[config.mk]
export PLATFORM = sky130hd
export DESIGN_NAME = muldiv_unit
export DESIGN_NICKNAME = d
export VERILOG_FILES = /design/src/rtl/mdu_pkg.sv /design/src/rtl/mdu_sign_prep.sv /design/src/rtl/mdu_multiplier.sv /design/src/rtl/mdu_divider.sv /design/src/rtl/muldiv_unit.sv
export SDC_FILE = /design/constraint.sdc
export NUM_CORES = 2
export LEC_CHECK = 0
export ABC_AREA = 1
export BUFFER_PORTS_ARGS = -buffer_cell sky130_fd_sc_hd__buf_2
export CORE_MARGIN = 5
export CORE_UTILIZATION = 60
export CTS_CLUSTER_SIZE = 28
export DETAILED_ROUTE_END_ITERATION = 12
export PLACE_DENSITY = 0.83
export SYNTH_ARGS = -nofsm -noshare
export SYNTH_HDL_FRONTEND = slang
export SYNTH_SLANG_ARGS = --single-unit
[constraint.sdc]
create_clock -name clk_i -period 9.5 [get_ports clk_i]
set_input_delay 1.9 -clock clk_i [delete_from_list [all_inputs] [get_ports clk_i]]
set_output_delay 1.9 -clock clk_i [all_outputs]
set_load 0.01 [all_outputs]
[src/rtl/mdu_pkg.sv]
package mdu_pkg;
  typedef enum logic [2:0] {
    FN_MUL    = 3'b000,
    FN_MULH   = 3'b001,
    FN_MULHSU = 3'b010,
    FN_MULHU  = 3'b011,
    FN_DIV    = 3'b100,
    FN_DIVU   = 3'b101,
    FN_REM    = 3'b110,
    FN_REMU   = 3'b111
  } mdu_fn_e;

  // signed divide/remainder: bit2 set, bit0 clear
  function automatic logic fn_div_signed(logic [2:0] fn);
    return fn[2] & ~fn[0];
  endfunction
endpackage

[src/rtl/mdu_sign_prep.sv]
module mdu_sign_prep #(
  parameter int W = 32
) (
  input  logic [W-1:0] val_i,
  input  logic         signed_i,
  output logic         neg_o,
  output logic [W-1:0] mag_o
);
  assign neg_o = signed_i & val_i[W-1];
  assign mag_o = neg_o ? (~val_i + W'(1)) : val_i;
endmodule

[src/rtl/mdu_multiplier.sv]
module mdu_multiplier #(
  parameter int W = 32
) (
  input  logic [W-1:0] a_i,
  input  logic [W-1:0] b_i,
  input  logic         a_signed_i,
  input  logic         b_signed_i,
  input  logic         high_i,
  output logic [W-1:0] prod_o
);
  localparam int PW = 2 * W;

  logic [PW-1:0] a_ext, b_ext, prod;

  // sign extension to 2W; product modulo 2^(2W) is exact for all three signedness mixes
  assign a_ext  = {{W{a_signed_i & a_i[W-1]}}, a_i};
  assign b_ext  = {{W{b_signed_i & b_i[W-1]}}, b_i};
  assign prod   = a_ext * b_ext;
  assign prod_o = high_i ? prod[PW-1:W] : prod[W-1:0];
endmodule

[src/rtl/mdu_divider.sv]
module mdu_divider #(
  parameter int W = 32
) (
  input  logic         clk_i,
  input  logic         rst_ni,
  input  logic         load_i,
  input  logic [W-1:0] dividend_i,
  input  logic [W-1:0] divisor_i,
  output logic [W-1:0] quo_o,
  output logic [W-1:0] rem_o,
  output logic         fin_o
);
  localparam int CW = $clog2(W);

  logic [W-1:0]  rem_q, quo_q, dvs_q;
  logic [CW-1:0] cnt_q;
  logic          act_q, fin_q;
  logic [W:0]    shifted, diff;

  assign shifted = {rem_q, quo_q[W-1]};
  assign diff    = shifted - {1'b0, dvs_q};

  always_ff @(posedge clk_i or negedge rst_ni) begin
    if (!rst_ni) begin
      rem_q <= '0;
      quo_q <= '0;
      dvs_q <= '0;
      cnt_q <= '0;
      act_q <= 1'b0;
      fin_q <= 1'b0;
    end else begin
      fin_q <= 1'b0;
      if (load_i) begin
        rem_q <= '0;
        quo_q <= dividend_i;
        dvs_q <= divisor_i;
        cnt_q <= '0;
        act_q <= 1'b1;
      end else if (act_q) begin
        if (!diff[W]) begin
          rem_q <= diff[W-1:0];
          quo_q <= {quo_q[W-2:0], 1'b1};
        end else begin
          rem_q <= shifted[W-1:0];
          quo_q <= {quo_q[W-2:0], 1'b0};
        end
        cnt_q <= cnt_q + CW'(1);
        if (cnt_q == CW'(W - 1)) begin
          act_q <= 1'b0;
          fin_q <= 1'b1;
        end
      end
    end
  end

  assign quo_o = quo_q;
  assign rem_o = rem_q;
  assign fin_o = fin_q;
endmodule

[src/rtl/muldiv_unit.sv]
module muldiv_unit #(
  parameter int WIDTH = 32
) (
  input  logic             clk_i,
  input  logic             rst_ni,
  input  logic             start_i,
  input  logic [2:0]       func_i,
  input  logic [WIDTH-1:0] op_a_i,
  input  logic [WIDTH-1:0] op_b_i,
  output logic             busy_o,
  output logic             done_o,
  output logic [WIDTH-1:0] result_o
);
  import mdu_pkg::*;

  logic             accept;
  logic             busy_q, done_q;
  logic [WIDTH-1:0] result_q;
  logic [2:0]       func_q;
  logic [WIDTH-1:0] a_q, b_q;
  logic             q_neg_q, r_neg_q;

  logic [WIDTH-1:0] op_val [2];
  logic [WIDTH-1:0] op_mag [2];
  logic             op_neg [2];
  logic             div_signed;

  assign accept     = start_i & ~busy_q;
  assign div_signed = fn_div_signed(func_i);
  assign op_val[0]  = op_a_i;
  assign op_val[1]  = op_b_i;

  for (genvar i = 0; i < 2; i++) begin : g_prep
    mdu_sign_prep #(.W(WIDTH)) u_prep (
      .val_i   (op_val[i]),
      .signed_i(div_signed),
      .neg_o   (op_neg[i]),
      .mag_o   (op_mag[i])
    );
  end

  logic [WIDTH-1:0] mul_res;
  mdu_multiplier #(.W(WIDTH)) u_mul (
    .a_i       (a_q),
    .b_i       (b_q),
    .a_signed_i(func_q[1:0] == 2'b01 || func_q[1:0] == 2'b10),
    .b_signed_i(func_q[1:0] == 2'b01),
    .high_i    (func_q[1:0] != 2'b00),
    .prod_o    (mul_res)
  );

  logic [WIDTH-1:0] quo_mag, rem_mag;
  logic             div_fin;
  mdu_divider #(.W(WIDTH)) u_div (
    .clk_i     (clk_i),
    .rst_ni    (rst_ni),
    .load_i    (accept & func_i[2]),
    .dividend_i(op_mag[0]),
    .divisor_i (op_mag[1]),
    .quo_o     (quo_mag),
    .rem_o     (rem_mag),
    .fin_o     (div_fin)
  );

  // sign fix-up and zero-divisor override
  logic [WIDTH-1:0] div_res;
  always_comb begin
    if (b_q == '0) begin
      div_res = func_q[1] ? a_q : '1;
    end else if (func_q[1]) begin
      div_res = r_neg_q ? (~rem_mag + WIDTH'(1)) : rem_mag;
    end else begin
      div_res = q_neg_q ? (~quo_mag + WIDTH'(1)) : quo_mag;
    end
  end

  always_ff @(posedge clk_i or negedge rst_ni) begin
    if (!rst_ni) begin
      busy_q   <= 1'b0;
      done_q   <= 1'b0;
      result_q <= '0;
      func_q   <= FN_MUL;
      a_q      <= '0;
      b_q      <= '0;
      q_neg_q  <= 1'b0;
      r_neg_q  <= 1'b0;
    end else begin
      done_q <= 1'b0;
      if (accept) begin
        busy_q  <= 1'b1;
        func_q  <= func_i;
        a_q     <= op_a_i;
        b_q     <= op_b_i;
        q_neg_q <= op_neg[0] ^ op_neg[1];
        r_neg_q <= op_neg[0];
      end else if (busy_q && !func_q[2]) begin
        result_q <= mul_res;
        done_q   <= 1'b1;
        busy_q   <= 1'b0;
      end else if (div_fin) begin
        result_q <= div_res;
        done_q   <= 1'b1;
        busy_q   <= 1'b0;
      end
    end
  end

  assign busy_o   = busy_q;
  assign done_o   = done_q;
  assign result_o = result_q;
endmodule

==> metrics <==
Placer Congestion=1.05; CP startpoint=func_q[0]$_DFFE_PN0P_; first-pass GRT wire length=297 mm; # rows=111; RR Startpoint=func_q[0]$_DFFE_PN0P_; die area=0.0991 mm^2; vias per cell=5.63; height of the die=315 um; Die W=315 um; Setup WS pre-CTS=0.641 ns; Cell Area, Synth=0.0557 mm^2; total gr overflow=0; cts repair resizes=0; internal reg-to-reg setup slack=0.58 ns; setup repair bufs after CTS=0; Final WS setup=0.582 ns; synth unique cells=49; CTS Buf Count=26; drt drc=0; wire length on met2=86.5 mm; Total Routing Usage GR=0.391; Final nets=8,981; Worst-Margin Slew=1.37 ns; DP HPWL=157 mm; worst rel slew slack=0.0872; Slew Limit Fails=0; Reg clk slew, reported paths=0.06 ns; final setup vio count=0; EDFF count, synth=0; hold depth=1; Final ANT Viol Nets=0; vias in the first global route=52,000; Clock Skews=0.0150 ns; fin area=0.0583 mm^2; CTS tree=yes; pin count of the biggest net entering global routing=75; post-layout minimum cycle time=8.92 ns; Cells after Synth=7,634; Clock Sinks=206; Root Buffer=clkbuf_16; H-Tree Depth=1; Crit. End Element=flop; IO Port Bufs=103; Top Ports=104; Worst Hold End=u_div.cnt_q[3]$_DFFE_PN0P_; Clock Latency Late Sink=0.56 ns; Worst Hold Class=flop to flop; dominant synthesized flop cell=dfrtp_1; cell count of the worst reg-to-reg path=31; dpl cell area=0.0574 mm^2; Setup CP Type=flop to flop; Mapped Nets=9,082; Arr. time, crit path=9.36 ns; post-synthesis async set-or-reset flop share=1.00; share of cells above drive strength 1=0.0448; Core ar.=0.0919 mm^2; Area Overhead vs Synth=4.56%; critical path peak fanout=11; Max Root-Sink Buffers=3; Worst setup SP type=flop; Initial Util=0.606; drt wl/cell=21.6 um; fmax=112 MHz; Setup TNS Final=0 ns; register area share after synthesis=0.0925; WL final=190 mm; Max Cap Viol=0; flops & latches, synth=206; Ys Warns=0; reg2reg end=result_o[27]$_DFFE_PN0P_; initial antenna violation count=12; crit share post-route=0.939; Worst path slowest cell=fa_1; Metal-1 WL=71.4 mm; status=completed; HP Start=u_div.cnt_q[3]$_DFFE_PN0P_; met3 WL post-DR=19.0 mm; Fin. Hold Viols=0; Largest stage delay, worst path=0.79 ns; Worst Path Required=9.94 ns; initial DRC count=4,804; drt first pass iters=8; top layer in use=met5; total number of vias=49,500; RSZ-0062 raised after global routing=no; Mean Syn Cell Area=7.30 um^2; hold buffers post-CTS=0
[routing by layer]
layer | GRT usage | up-vias
met3 | 0.0823 | 652
li1 | - | 21900
met4 | 0.207 | 10
met5 | 0 | -
met2 | 0.621 | 2696
met1 | 0.509 | 24300
[state kept, by name (all words and copies together), names as in the netlist, 3 cells and up]
name,count
a_q,32
b_q,32
func_q,3
result_o,32
u_div.cnt_q,5
u_div.dvs_q,32
u_div.quo_o,32
u_div.rem_o,32
[critical path: cells and delay by family (launching register included)]
family        cells  cell delay, ns
flops             1            0.35
buf+inv           8            1.19
simple gates     13            1.89
fa+ha+maj        10            5.34
[synthesized netlist by cell type (4+ instances only)]
cell	count	share of area
nand3_1	315	0.028
o21bai_1	29	0.0039
nor3_1	37	0.0033
nand2_2	25	0.0028
o221ai_1	20	0.0031
buf_2	9	0.00081
a21o_1	6	0.00081
a31oi_1	5	0.00056
buf_6	4	0.00081
xor2_1	34	0.0053
o21a_1	6	0.00081
or2_2	15	0.0017
buf_1	11	0.00074
fa_1	1126	0.40
o21ai_0	263	0.024
o22ai_1	7	0.00079
dfrtp_1	206	0.093
nor2_2	5	0.00056
nand4_1	45	0.0051
xnor2_1	22	0.0035
nor4_1	13	0.0015
ha_1	252	0.057
nand2_1	2254	0.15
o21ai_1	10	0.00090
nand3_2	4	0.00072
nor2_1	391	0.026
clkbuf_1	325	0.022
and2_1	4	0.00045
o211ai_1	14	0.0019
inv_1	1951	0.13
nand3b_1	14	0.0019
a21oi_1	178	0.016
inv_2	6	0.00040
[layout by cell type (no fill, tap or decap), types with 27 or more instances in the layout]
cell type,synthesis,final
fa_1,1126,1126
ha_1,252,252
nand4_1,45,45
o21bai_1,29,29
a21oi_1,178,178
nand3_1,315,315
buf_2,9,102
inv_1,1951,1950
xor2_1,34,34
nor2_1,391,388
o21ai_0,263,263
clkbuf_16,0,27
buf_4,3,120
nor3_1,37,37
nand2_1,2254,2254
dfrtp_1,206,202
[worst max-delay path by stage]
stage | endpoint | slack [ns]
2_1_floorplan | result_o[29]$_DFFE_PN0P_ | 1.27
3_3_place_gp | result_o[30]$_DFFE_PN0P_ | 0.80
3_5_place_dp | result_o[30]$_DFFE_PN0P_ | 0.64
4_1_cts | result_o[30]$_DFFE_PN0P_ | 0.60
5_1_grt | result_o[28]$_DFFE_PN0P_ | 0.005
6_report | result_o[27]$_DFFE_PN0P_ | 0.58
[cell type report]
class	count	area (um^2)
antenna	3	7.51
clock buffer	40	805
clock inverter	6	88.8
fill	8125	33700
inverter	1957	7350
multi-input combinational	5117	41800
sequential	206	5160
tap	1243	1560
timing repair buffer	225	1470
[cells by family (layout without fill, tap and decap cells)]
kind of cell / Yosys count / count (layout) / share of synthesized area
buffers and inverters: 2311 / 2228 / 0.157
xor gates and xnor gates: 56 / 56 / 0.00880
other: 0 / 3 / 0
and+or+nand+nor: 3133 / 3133 / 0.226
adders and majority gates: 1378 / 1378 / 0.461
DFF: 206 / 206 / 0.0925
AOI/OAI and AO/OA: 550 / 550 / 0.0541
[through the flow]
| stage | hold WS, ns | utilization | std cells |
|---|---|---|---|
| 3_3_place_gp | 0.451 | 0.624 | 8748 |
| 6_report | 0.470 | 0.634 | 8797 |
| 5_1_grt | 0.477 | 0.634 | 8797 |
| 4_1_cts | 0.465 | 0.634 | 8794 |
| 2_1_floorplan | 0.434 | - | 7634 |
| 3_5_place_dp | 0.458 | 0.624 | 8748 |
Power is not shown: default switching activity piles up to over one toggle a cycle in this logic, so the estimate is an artifact.
